[src/rtl/iabr_pkg.sv]
package iabr_pkg;

  // Request tracker states
  typedef enum logic {
    BP_IDLE = 1'b0,
    BP_PEND = 1'b1
  } bp_state_e;

  // Number of equal-width slices needed to cover a compare of cmp_w bits
  function automatic int unsigned slice_count(input int unsigned cmp_w,
                                              input int unsigned slice_w);
    return (cmp_w + slice_w - 1) / slice_w;
  endfunction

endpackage

[src/rtl/bkpt_store.sv]
module bkpt_store #(
  parameter int unsigned WORD_W = 32
) (
  input  logic              clk,
  input  logic              rst_ni,
  input  logic              wr_en,
  input  logic [WORD_W-1:0] wr_data,
  output logic [WORD_W-1:0] word_q
);

  logic [WORD_W-1:0] word_r;
  logic [WORD_W-1:0] word_d;

  // Next-state: load on write strobe, otherwise hold
  always_comb begin
    word_d = word_r;
    if (wr_en) begin
      word_d = wr_data;
    end
  end

  always_ff @(posedge clk or negedge rst_ni) begin
    if (!rst_ni) begin
      word_r <= '0;
    end else if (wr_en) begin
      word_r <= word_d;
    end
  end

  assign word_q = word_r;

  // every written bit is returned from the next cycle on
  assert_readback_R1: assert property (@(posedge clk) disable iff (!rst_ni)
    wr_en |=> (word_q == $past(wr_data)));

endmodule

[src/rtl/bkpt_compare.sv]
module bkpt_compare #(
  parameter int unsigned ADDR_W  = 32,
  parameter int unsigned IGN_LSB = 2,
  parameter int unsigned ARM_BIT = 1,
  parameter int unsigned SLICE_W = 8
) (
  input  logic [ADDR_W-1:0] fetch_addr,
  input  logic [ADDR_W-1:0] bkpt_word,
  output logic              addr_eq,
  output logic              armed
);
  import iabr_pkg::*;

  localparam int unsigned CMP_W   = ADDR_W - IGN_LSB;
  localparam int unsigned NSLICE  = slice_count(CMP_W, SLICE_W);
  localparam int unsigned PAD_W   = NSLICE * SLICE_W;

  logic [PAD_W-1:0]  a_pad;
  logic [PAD_W-1:0]  b_pad;
  logic [NSLICE-1:0] slice_eq;

  // Only the word address takes part; padding bits are equal on both sides
  assign a_pad = PAD_W'(fetch_addr[ADDR_W-1:IGN_LSB]);
  assign b_pad = PAD_W'(bkpt_word[ADDR_W-1:IGN_LSB]);

  // Slice-wise equality, then an AND tree
  for (genvar gi = 0; gi < NSLICE; gi++) begin : g_slice
    assign slice_eq[gi] = (a_pad[gi*SLICE_W +: SLICE_W] == b_pad[gi*SLICE_W +: SLICE_W]);
  end

  assign addr_eq = &slice_eq;
  assign armed   = bkpt_word[ARM_BIT];

  // Low bits are deliberately left out of the compare
  logic unused_low_bits;
  assign unused_low_bits = ^{fetch_addr[IGN_LSB-1:0], bkpt_word[IGN_LSB-1:0]};

endmodule

[src/rtl/bkpt_pending.sv]
module bkpt_pending #(
  parameter int unsigned       VEC_W      = 32,
  parameter logic [VEC_W-1:0]  VEC_OFFSET = VEC_W'(32'h1300)
) (
  input  logic             clk,
  input  logic             rst_ni,
  input  logic             hit,
  input  logic             ack,
  output logic             req,
  output logic [VEC_W-1:0] vector
);
  import iabr_pkg::*;

  bp_state_e state_r;
  bp_state_e state_d;

  // Next-state process
  always_comb begin
    state_d = state_r;
    unique case (state_r)
      BP_IDLE: if (hit) state_d = BP_PEND;
      BP_PEND: if (ack) state_d = BP_IDLE;
      default: state_d = BP_IDLE;
    endcase
  end

  // Register process
  always_ff @(posedge clk or negedge rst_ni) begin
    if (!rst_ni) begin
      state_r <= BP_IDLE;
    end else begin
      state_r <= state_d;
    end
  end

  assign req    = (state_r == BP_PEND);
  assign vector = req ? VEC_OFFSET : '0;

  // a hit always leads to a pending request
  assert_hit_raises_req_R6: assert property (@(posedge clk) disable iff (!rst_ni)
    hit |=> req);

  // request holds until acknowledged
  assert_req_holds_R7: assert property (@(posedge clk) disable iff (!rst_ni)
    (req && !ack) |=> req);

  // acknowledge clears the request one cycle later
  assert_ack_clears_R8: assert property (@(posedge clk) disable iff (!rst_ni)
    (req && ack) |=> !req);

endmodule

[src/rtl/insn_bkpt_unit.sv]
module insn_bkpt_unit #(
  parameter int unsigned ADDR_W     = 32,
  parameter int unsigned IGN_LSB    = 2,
  parameter int unsigned ARM_BIT    = 1,
  parameter int unsigned SLICE_W    = 8,
  parameter int unsigned VEC_W      = 32,
  parameter int unsigned VEC_OFFSET = 32'h1300,
  parameter int unsigned RST_SYNC   = 2
) (
  input  logic              clk,
  input  logic              rst_n,
  input  logic              bkpt_wr_en,
  input  logic [ADDR_W-1:0] bkpt_wr_data,
  output logic [ADDR_W-1:0] bkpt_rd_data,
  input  logic              fetch_valid,
  input  logic [ADDR_W-1:0] fetch_addr,
  output logic              fetch_kill,
  output logic              exc_req,
  input  logic              exc_ack,
  output logic [VEC_W-1:0]  exc_vector
);

  localparam logic [VEC_W-1:0] VEC_VAL = VEC_W'(VEC_OFFSET);

  // Reset: asserted asynchronously, released on the clock
  logic [RST_SYNC-1:0] rst_pipe;
  logic                rst_ni;

  always_ff @(posedge clk or negedge rst_n) begin
    if (!rst_n) begin
      rst_pipe <= '0;
    end else begin
      rst_pipe <= {rst_pipe[RST_SYNC-2:0], 1'b1};
    end
  end

  assign rst_ni = rst_pipe[RST_SYNC-1];

  logic [ADDR_W-1:0] word_q;
  logic              addr_eq;
  logic              armed;
  logic              hit;

  bkpt_store #(
    .WORD_W (ADDR_W)
  ) i_store (
    .clk     (clk),
    .rst_ni  (rst_ni),
    .wr_en   (bkpt_wr_en),
    .wr_data (bkpt_wr_data),
    .word_q  (word_q)
  );

  bkpt_compare #(
    .ADDR_W  (ADDR_W),
    .IGN_LSB (IGN_LSB),
    .ARM_BIT (ARM_BIT),
    .SLICE_W (SLICE_W)
  ) i_compare (
    .fetch_addr (fetch_addr),
    .bkpt_word  (word_q),
    .addr_eq    (addr_eq),
    .armed      (armed)
  );

  // A match is taken only for a valid fetch with nothing already pending
  assign hit = fetch_valid && armed && addr_eq && !exc_req && rst_ni;

  bkpt_pending #(
    .VEC_W      (VEC_W),
    .VEC_OFFSET (VEC_VAL)
  ) i_pending (
    .clk    (clk),
    .rst_ni (rst_ni),
    .hit    (hit),
    .ack    (exc_ack),
    .req    (exc_req),
    .vector (exc_vector)
  );

  assign bkpt_rd_data = word_q;
  assign fetch_kill   = hit;

  // no kill without a valid fetch
  assert_kill_needs_valid_R4: assert property (@(posedge clk) disable iff (!rst_ni)
    fetch_kill |-> fetch_valid);

  // no kill while disarmed
  assert_kill_needs_arm_R5: assert property (@(posedge clk) disable iff (!rst_ni)
    fetch_kill |-> bkpt_rd_data[ARM_BIT]);

  // no retrigger while a request is pending
  assert_no_retrigger_R7: assert property (@(posedge clk) disable iff (!rst_ni)
    exc_req |-> !fetch_kill);

  // a kill only for an address equal in its word part
  assert_kill_addr_R2: assert property (@(posedge clk) disable iff (!rst_ni)
    fetch_kill |-> (fetch_addr[ADDR_W-1:IGN_LSB] == bkpt_rd_data[ADDR_W-1:IGN_LSB]));

endmodule

[config.mk]
export PLATFORM = sky130hd
export DESIGN_NAME = insn_bkpt_unit
export DESIGN_NICKNAME = d
export VERILOG_FILES = /design/src/rtl/iabr_pkg.sv /design/src/rtl/bkpt_store.sv /design/src/rtl/bkpt_compare.sv /design/src/rtl/bkpt_pending.sv /design/src/rtl/insn_bkpt_unit.sv
export SDC_FILE = /design/constraint.sdc
export NUM_CORES = 1
export LEC_CHECK = 0
export BUFFER_PORTS_ARGS = -buffer_cell sky130_fd_sc_hd__buf_2
export CORE_AREA = 2 2 69 71
export DETAILED_ROUTE_END_ITERATION = 7
export DIE_AREA = 0 0 71 73
export HOLD_SLACK_MARGIN = 0.1
export PLACE_DENSITY = 0.91
export SYNTH_ARGS = -nofsm -noshare
export SYNTH_HDL_FRONTEND = slang
export SYNTH_SLANG_ARGS = --single-unit
[constraint.sdc]
create_clock -name clk -period 6.1 [get_ports clk]
set_clock_uncertainty 0.2 [all_clocks]
set_input_delay 1.22 -clock clk [delete_from_list [all_inputs] [get_ports clk]]
set_output_delay 1.22 -clock clk [all_outputs]
set_load 0.02 [all_outputs]
==> results of run 1 <==
==> through the flow <==
step | power [uW] | util, % | setup WS (ns)
4_1_cts | 606 | 52.9 | 2.16
2_1_floorplan | 382 | - | 2.44
3_5_place_dp | 422 | 50.7 | 2.16
3_3_place_gp | 417 | 50.7 | 2.20
5_1_grt | 629 | 52.9 | 2.13
6_report | 595 | 52.9 | 2.23
==> layer usage <==
metal / part of all wire (%) / up-vias / track usage (%)
met5: 0 / - / 0
met2: 54 / 74 / 26.4
met3: 8.0 / 2 / 5.11
met4: 0.48 / 0 / 4.40
met1: 38 / 644 / 15.9
li1: - / 649 / -
==> final timing paths <==
check / to / startpoint / cells after the start
max in group asynchronous: rst_pipe[0] / rst_n / 1
worst min register to register: i_store.word_q[3] / rst_pipe[1] / 1
min in group clk: rst_pipe[1] / rst_pipe[0] / 0
worst max register to register: i_pending.req / i_store.word_q[28] / 4
worst max-delay path: fetch_kill / fetch_addr[28] / 6
worst min-delay path: i_store.word_q[3] / rst_pipe[1] / 1
==> registers in the layout, summed over array words and instances (netlist names) <==
| signal | count |
|---|---|
| i_pending.req | 1 |
| rst_pipe | 2 |
| i_store.word_q | 32 |
==> worst max-delay path, stage by stage <==
cell and delay [ns]:
buf_2 0.10, xor2_1 0.13, nor4_1 0.36, nand4_1 0.24
nor3_1 0.20, buf_2 0.20
==> cell families after synthesis <==
logic type / synth area share [%]
compound gates: 0.870
xor+xnor: 14.1
buf+inv: 14.5
flops: 46.9
mux: 19.3
other cells: 0.402
simple gates: 4.08
==> area by class of cell <==
type	count	area [um2]	share of cell area, %
Sequential cell	35	876	36.5
Multi-Input combinational cell	106	828	34.5
Timing Repair Buffer	104	523	21.8
Clock buffer	8	100	4.17
Tap cell	54	67.6	2.82
Inverter	1	3.75	0.156
==> cell usage in the layout, fill, tap and decap left out, drive strengths merged <==
cell type	Yosys	final
buf	36	104
nor3	2	2
inv	1	1
clkbuf	1	8
conb	2	30
nand4	1	1
nand4b	1	1
nor4	7	7
nand2	2	2
dfrtp	35	35
xor2	30	30
mux2	32	32
o32ai	1	1
==> report_power, final <==
| group | leakage [uW] | switching [uW] | total, uW | internal, uW |
|---|---|---|---|---|
| combinational | 0.000780 | 81.2 | 142 | 61.2 |
| clock | 0.0000515 | 76.7 | 180 | 103 |
| sequential | 0.000411 | 18.9 | 273 | 254 |
==> results.ini, run 1 <==
[floorplanning]
fp.dieH_um=73
die_x_um=71
die_area_mm2=0.00518
top_level_ports=135
core_area_mm2=0.00454
row_count=25
start_util_pct=41.2

[sta]
period_share_pct=63.4
worst_pin_slew_ns=0.721
post-route-min-period_ns=3.87
setup_violations=0
report.final.hold_viol_count=0
rsz0062_at_grt=no
max_freq_mhz=258
tns_ns=0
drv_slew=0
hold_ws_ns=0.131
slew-limit-headroom_pct=51.9

[yosys]
yosysSeqAreaShare_pct=46.9
ys_types=15
post-synth-top-count-cell=dfrtp_1
synthTopCellsByCount=dfrtp_1 (35), buf_4 (33), mux2_2 (30), xor2_1 (30), nor4_1 (7)
synthTopCellsByArea=dfrtp_1 (47%), mux2_2 (18%), xor2_1 (14%)
synth_warnings=0
async_flop_share_pct=100
yosysTopAreaCell=dfrtp_1
synthFlopType=dfrtp_1
synth_edf_count=0
synth_area_mm2=0.00187
syn_inst=151
synth_top_area_share_pct=46.9
syn_area_per_cell_um2=12.4
synth-seq-cells=35

[clocking]
numClockSinks=35
post_cts_buffers=0
path_clk_slew_ns=0.07
ctsHoldBuffers=0
clk_path_buf_depth=2
cts_tree=built
insertion_delay_ns=0.27
h-tree-depth=2
cts-root-buf=clkbuf_8
cts_resized=0
cts_buffers=5

[global_routing]
track_usage_pct=14.5
grt_max_degree=34
grt_antenna_before_repair=0
grt_pass1_wl_um=5810
grt-ovfl-total=0
first_global_vias=1329

[final_layout]
antenna_cells=0
stdcell_area_mm2=0.00240
area.growth.synth_to_final_pct=28.3
fin_cells=308
drive_gt1_share_pct=55.9
nNetsFinal=322
num-fill-cells=402

[detailed_routing]
drt_iter0_markers=54
vias=1369
wl_per_cell_um=12.2
vias_per_cell=4.44
drt_wl_total_um=3750
drt-pass1-iter-count=4
drtAntennaViolNets=0
drc_errors=0

[min_path]
holdCritPathClass=register to async pin

[setup_path]
setup.worst_path.start_class=primary input
worst_setup_path_end_kind=primary output
setup.worst_path.class=primary input to primary output
arrival_ns=2.45
cp_max_fo=2
cp_data_required_time_ns=4.68
r2r_setup_slack_ns=4.41

[placement]
placed_area_mm2=0.00230
hpwl_um=3020
dp.cells=300
gp_congestion=0.719
io_buffers=103

[status]
run_status=finished clean

[power_and_ir_drop]
vdd_drop_max_mv=0.142
p_leak_uw=0.00124
power.density_mw_per_mm2=248

[run]
cap_violations=0

No activity file was read; power rests on OpenSTA's default activity.
==> run 2: changes to the inputs <==
Settings changed: CORE_AREA 2 2 69 71 to 2 2 71 73, DIE_AREA 0 0 71 73 to 0 0 73 75, PLACE_DENSITY 0.91 to 0.87.
Clock period 6.1 ns to 4 ns, I/O delays scaled along.
==> run 2 against run 1 <==
  * Routed wire length decreased by 0.83%
  * Sequential power increased by 52%
  * Total power increased by 48%
  * Hold slack got worse by 0.015 ns
  * Via count increased by 1.5%
  * Sequential share of layout area about the same
  * Flip-flop and latch count unchanged
  * Cell area decreased by 0.10%
  * First-iteration DRC count decreased by 72%
  * Final cell count unchanged
  * Register-to-register slack got worse by 2.1 ns
  * Die area increased by 5.6%
  * Critical endpoint unchanged
==> results.ini, run 2 (synthesized netlist as in run 1, its figures left out) <==
[global_routing]
track_usage_pct=14.2
gr-usage-met3_pct=4.55
grt_max_degree=34
use_met2_pct=27.3
grt_pass1_wl_um=5780
grt_busiest_layer=met2
grt_antenna_before_repair=0
grt-ovfl-total=0
grt_use_met1_pct=14.4
first_global_vias=1341

[clocking]
cts_buffers=5
post_cts_buffers=0
clk_path_buf_depth=2
numClockSinks=35
cts_resized=0
path_clk_slew_ns=0.07
insertion_delay_ns=0.27
ctsHoldBuffers=1
cts-root-buf=clkbuf_8
h-tree-depth=2
cts_tree=built

[sta]
slew-limit-headroom_pct=51.4
setup_violations=0
tns_ns=0
worst_pin_slew_ns=0.729
rsz0062_at_grt=no
post-route-min-period_ns=2.99
max_freq_mhz=335
report.final.hold_viol_count=0
drv_slew=0
period_share_pct=74.7

[floorplanning]
fp.dieH_um=75
start_util_pct=40.1
top_level_ports=135
die_area_mm2=0.00548
row_count=25
core_area_mm2=0.00466
die_x_um=73

[status]
run_status=finished clean

[setup_path]
setup.worst_path.start_class=primary input
crit_chain=buf_2 > xor2_1 > nor4_1 > nand4_1 > nor3_1 > buf_2
worst_setup_path_end_kind=primary output
setup.worst_path.class=primary input to primary output
slowest_stage=nor4_1
cp_max_fo=2
cp_data_required_time_ns=3.00
arrival_ns=1.99
r2r_setup_slack_ns=2.32
max_stage_delay_ns=0.36
cp_common_cell=buf_2

[detailed_routing]
wl_per_cell_um=12.1
drc_errors=0
drt_iter0_markers=15
drt_wl_total_um=3720
drtAntennaViolNets=0
drt-pass1-iter-count=2
vias_per_cell=4.51
vias=1389

[final_layout]
final_cell_mix=buf_2 (103), dfrtp_1 (35), xor2_1 (30), mux2_2 (30), conb_1 (30)
nNetsFinal=323
largest_reg_flops=32
drive_gt1_share_pct=55.9
area.growth.synth_to_final_pct=28.2
final_common_cell=buf_2
antenna_cells=0

[placement]
hpwl_um=3010
gp_congestion=0.739
io_buffers=103

[power_and_ir_drop]
power_uw=883
p_leak_uw=0.00124
power.density_mw_per_mm2=369
vdd_drop_max_mv=0.203

[min_path]
holdCritPathClass=register to async pin

[run]
cap_violations=0

==> run 2: changes by cell type in the layout (fill, tap and decap cells not counted) <==
cell / change
clkbuf_1: -1
clkbuf_8: -1
clkinv_2: +1
dlygate4sd3_1: +1
==> run 2: final cells by class <==
type	instances	area (um2)
Fill cell	422	2260
Sequential cell	35	876
Multi-Input combinational cell	106	828
Timing Repair Buffer	105	533
Clock buffer	6	82.6
Tap cell	54	67.6
Clock inverter	1	5.00
Inverter	1	3.75
==> run 2: worst paths after layout <==
path,start,depth (start not counted),end
min in group clk,rst_pipe[0],0,rst_pipe[1]
worst max-delay path,fetch_addr[28],6,fetch_kill
worst min register to register,rst_pipe[1],1,i_store.word_q[7]
worst max register to register,i_store.word_q[28],4,i_pending.req
max in group asynchronous,rst_n,2,rst_pipe[1]
worst min-delay path,rst_pipe[1],1,i_store.word_q[7]
==> run 2: report_power, final <==
group / internal (uW) / switching [uW]
clock network: 135 / 114
logic: 94.0 / 125
registers: 388 / 28.2
total: 617 / 266
==> run 2: per-stage QoR <==
stage | utilization [%] | setup WS [ns] | cell area (um2) | hold WS (ns) | cells
5_1_grt | 51.4 | 0.841 | 2400 | 0.180 | 308
2_1_floorplan | - | 0.917 | 1970 | 0.131 | 179
6_report | 51.4 | 1.01 | 2400 | 0.116 | 308
3_5_place_dp | 49.3 | 0.936 | 2300 | 0.138 | 300
4_1_cts | 51.4 | 0.932 | 2400 | 0.145 | 308
3_3_place_gp | 49.3 | 0.969 | 2300 | 0.132 | 300
==> run 2: worst max-delay path: cells and delay by family <==
family	cells	cell delay [ns]
and+or+nand+nor	3	0.76
buffers and inverters	2	0.29
xor gates and xnor gates	1	0.13
==> run 2: layer usage <==
metal | vias to the layer above | share of wire [%] | routed length (um)
met1 | 653 | 36 | 1340
met3 | 4 | 8.1 | 303
met4 | 0 | 0.94 | 35
met2 | 83 | 55 | 2040
met5 | - | 0 | 0
li1 | 649 | - | -
==> run 3: changes to the inputs <==
Clock period 4 ns to 3 ns, I/O delays scaled along.
==> run 3 against run 2 <==
  * First-iteration DRC count did not move
  * Hold slack gained 0.0035 ns
  * Worst setup slack worse by 0.59 ns
  * Utilization did not move
  * Critical path depth unchanged
  * Global-route usage decreased by 0.11 points
  * Largest power group unchanged
==> results.ini, run 3 (synthesized netlist as in run 1, its figures left out) <==
[setup_path]
cp_num_cells=6
critPathBufInv=2
setup.worst_path.start_class=primary input
crit_chain=buf_2 > xor2_1 > nor4_1 > nand4_1 > nor3_1 > buf_2
max_stage_delay_ns=0.35
path_delay_family=simple AND/OR/NAND/NOR gates
crit_start=fetch_addr[28]
cp_common_cell=buf_2
rr_worst_depth=4
worst_setup_path_end_kind=primary output
r2r_setup_slack_ns=1.36
cp_data_required_time_ns=2.20
cp_max_fo=2
slowest_stage=nor4_1
arrival_ns=1.78
setup.worst_path.class=primary input to primary output
r2r-start=i_store.word_q[28]

[sta]
finalWorstSetupSlack_ns=0.422
period_share_pct=85.9
max_freq_mhz=388
drv_slew=0
slew-limit-headroom_pct=51.3
report.final.hold_viol_count=0
rsz0062_at_grt=no
tns_ns=0
worst_pin_slew_ns=0.731
hold_ws_ns=0.119
post-route-min-period_ns=2.58
setup_violations=0

[detailed_routing]
drc_errors=0
wl_per_cell_um=11.9
vias=1367
vias_per_cell=4.44
drt_wl_total_um=3670
drt_iter0_markers=15
drt-pass1-iter-count=2
drtAntennaViolNets=0

[clocking]
path_clk_slew_ns=0.06
cts-root-buf=clkbuf_8
clk_path_buf_depth=2
cts_tree=built
h-tree-depth=2
cts_resized=0
insertion_delay_ns=0.27
cts_buffers=5
numClockSinks=35

[final_layout]
antenna_cells=0
multiInputGateArea_um2=828
final_cell_mix=buf_2 (103), dfrtp_1 (35), xor2_1 (30), mux2_2 (30), conb_1 (30)
seq_area_um2=876
area.growth.synth_to_final_pct=28.2
final_common_cell=buf_2
stdcell_area_mm2=0.00240
fin_cells=308
largest_reg_flops=32
drive_gt1_share_pct=55.9
num-fill-cells=414
nNetsFinal=323

[floorplanning]
die_area_mm2=0.00548
die_x_um=73
top_level_ports=135
core_area_mm2=0.00466
row_count=25
start_util_pct=40.1
fp.dieH_um=75

[global_routing]
grt_pass1_wl_um=5670
first_global_vias=1270
track_usage_pct=14.0
grt_max_degree=34
grt_antenna_before_repair=0
grt-ovfl-total=0

[placement]
gp_congestion=0.740
dp_slack_ns=0.345
dp.cells=300
placed_area_mm2=0.00230
hpwl_um=2900
io_buffers=103

[power_and_ir_drop]
clockPowerShare_pct=28.1
pwr-share-comb_pct=24.7
power.density_mw_per_mm2=491
p_sw_uw=354
p_leak_uw=0.00124
pwr-share-seq_pct=47.1
p_int_uw=822
p_sw_share_pct=30.1
vdd_drop_max_mv=0.266

[run]
cap_violations=0

[min_path]
holdCritPathClass=register to async pin

[status]
run_status=finished clean

run 3: cell counts in the layout (fill, tap and decap cells not counted):
No cell type changed its count.
run 3: layer usage:
metal	global-route usage (%)	vias up	share of wire (%)
li1	-	650	-
met1	14.7	629	36
met2	26.3	84	55
met3	4.69	4	8.3
met4	4.73	0	0.52
met5	0	-	0
run 3: path summary, 6_finish.rpt:
| kind | to |
|---|---|
| max | fetch_kill |
| min | i_store.word_q[28] |
| max reg2reg | i_pending.req |
| min reg2reg | i_store.word_q[28] |
| max in group asynchronous | rst_pipe[1] |
| min in group clk | rst_pipe[1] |
run 3: power by group through the flow:
stage	clock [uW]	sequential (uW)	combinational, uW
2_1_floorplan	0	619	157
3_3_place_gp	0	561	288
3_5_place_dp	0	564	293
4_1_cts	351	555	295
5_1_grt	374	562	318
6_report	331	554	291
run 3: worst reg2reg max path, delay by kind of cell, from the launching register on:
| kind | cells | cell delay (ns) |
|---|---|---|
| and+or+nand+nor | 2 | 0.57 |
| DFF | 1 | 0.40 |
| xor gates and xnor gates | 1 | 0.16 |
| AOI/OAI and AO/OA | 1 | 0.23 |
run 3: repair_timing:
action	4_1_cts	5_1_grt
setup buffers	0	0
hold buffers	1	0
endpoints found under the hold margin	2	0
run 3: per-stage QoR:
stage | power (uW) | utilization (%)
finish | 1180 | 51.4
global route | 1250 | 51.4
CTS | 1200 | 51.4
detailed placement | 858 | 49.3
global placement | 849 | 49.3
floorplan | 777 | -
run 3: layout make-up:
type	instances	area share, %
clock buffer	6	3.45
clock inverter	1	0.209
inverter	1	0.157
multi-input combinational	106	34.6
sequential	35	36.6
tap	54	2.82
timing repair buffer	105	22.2
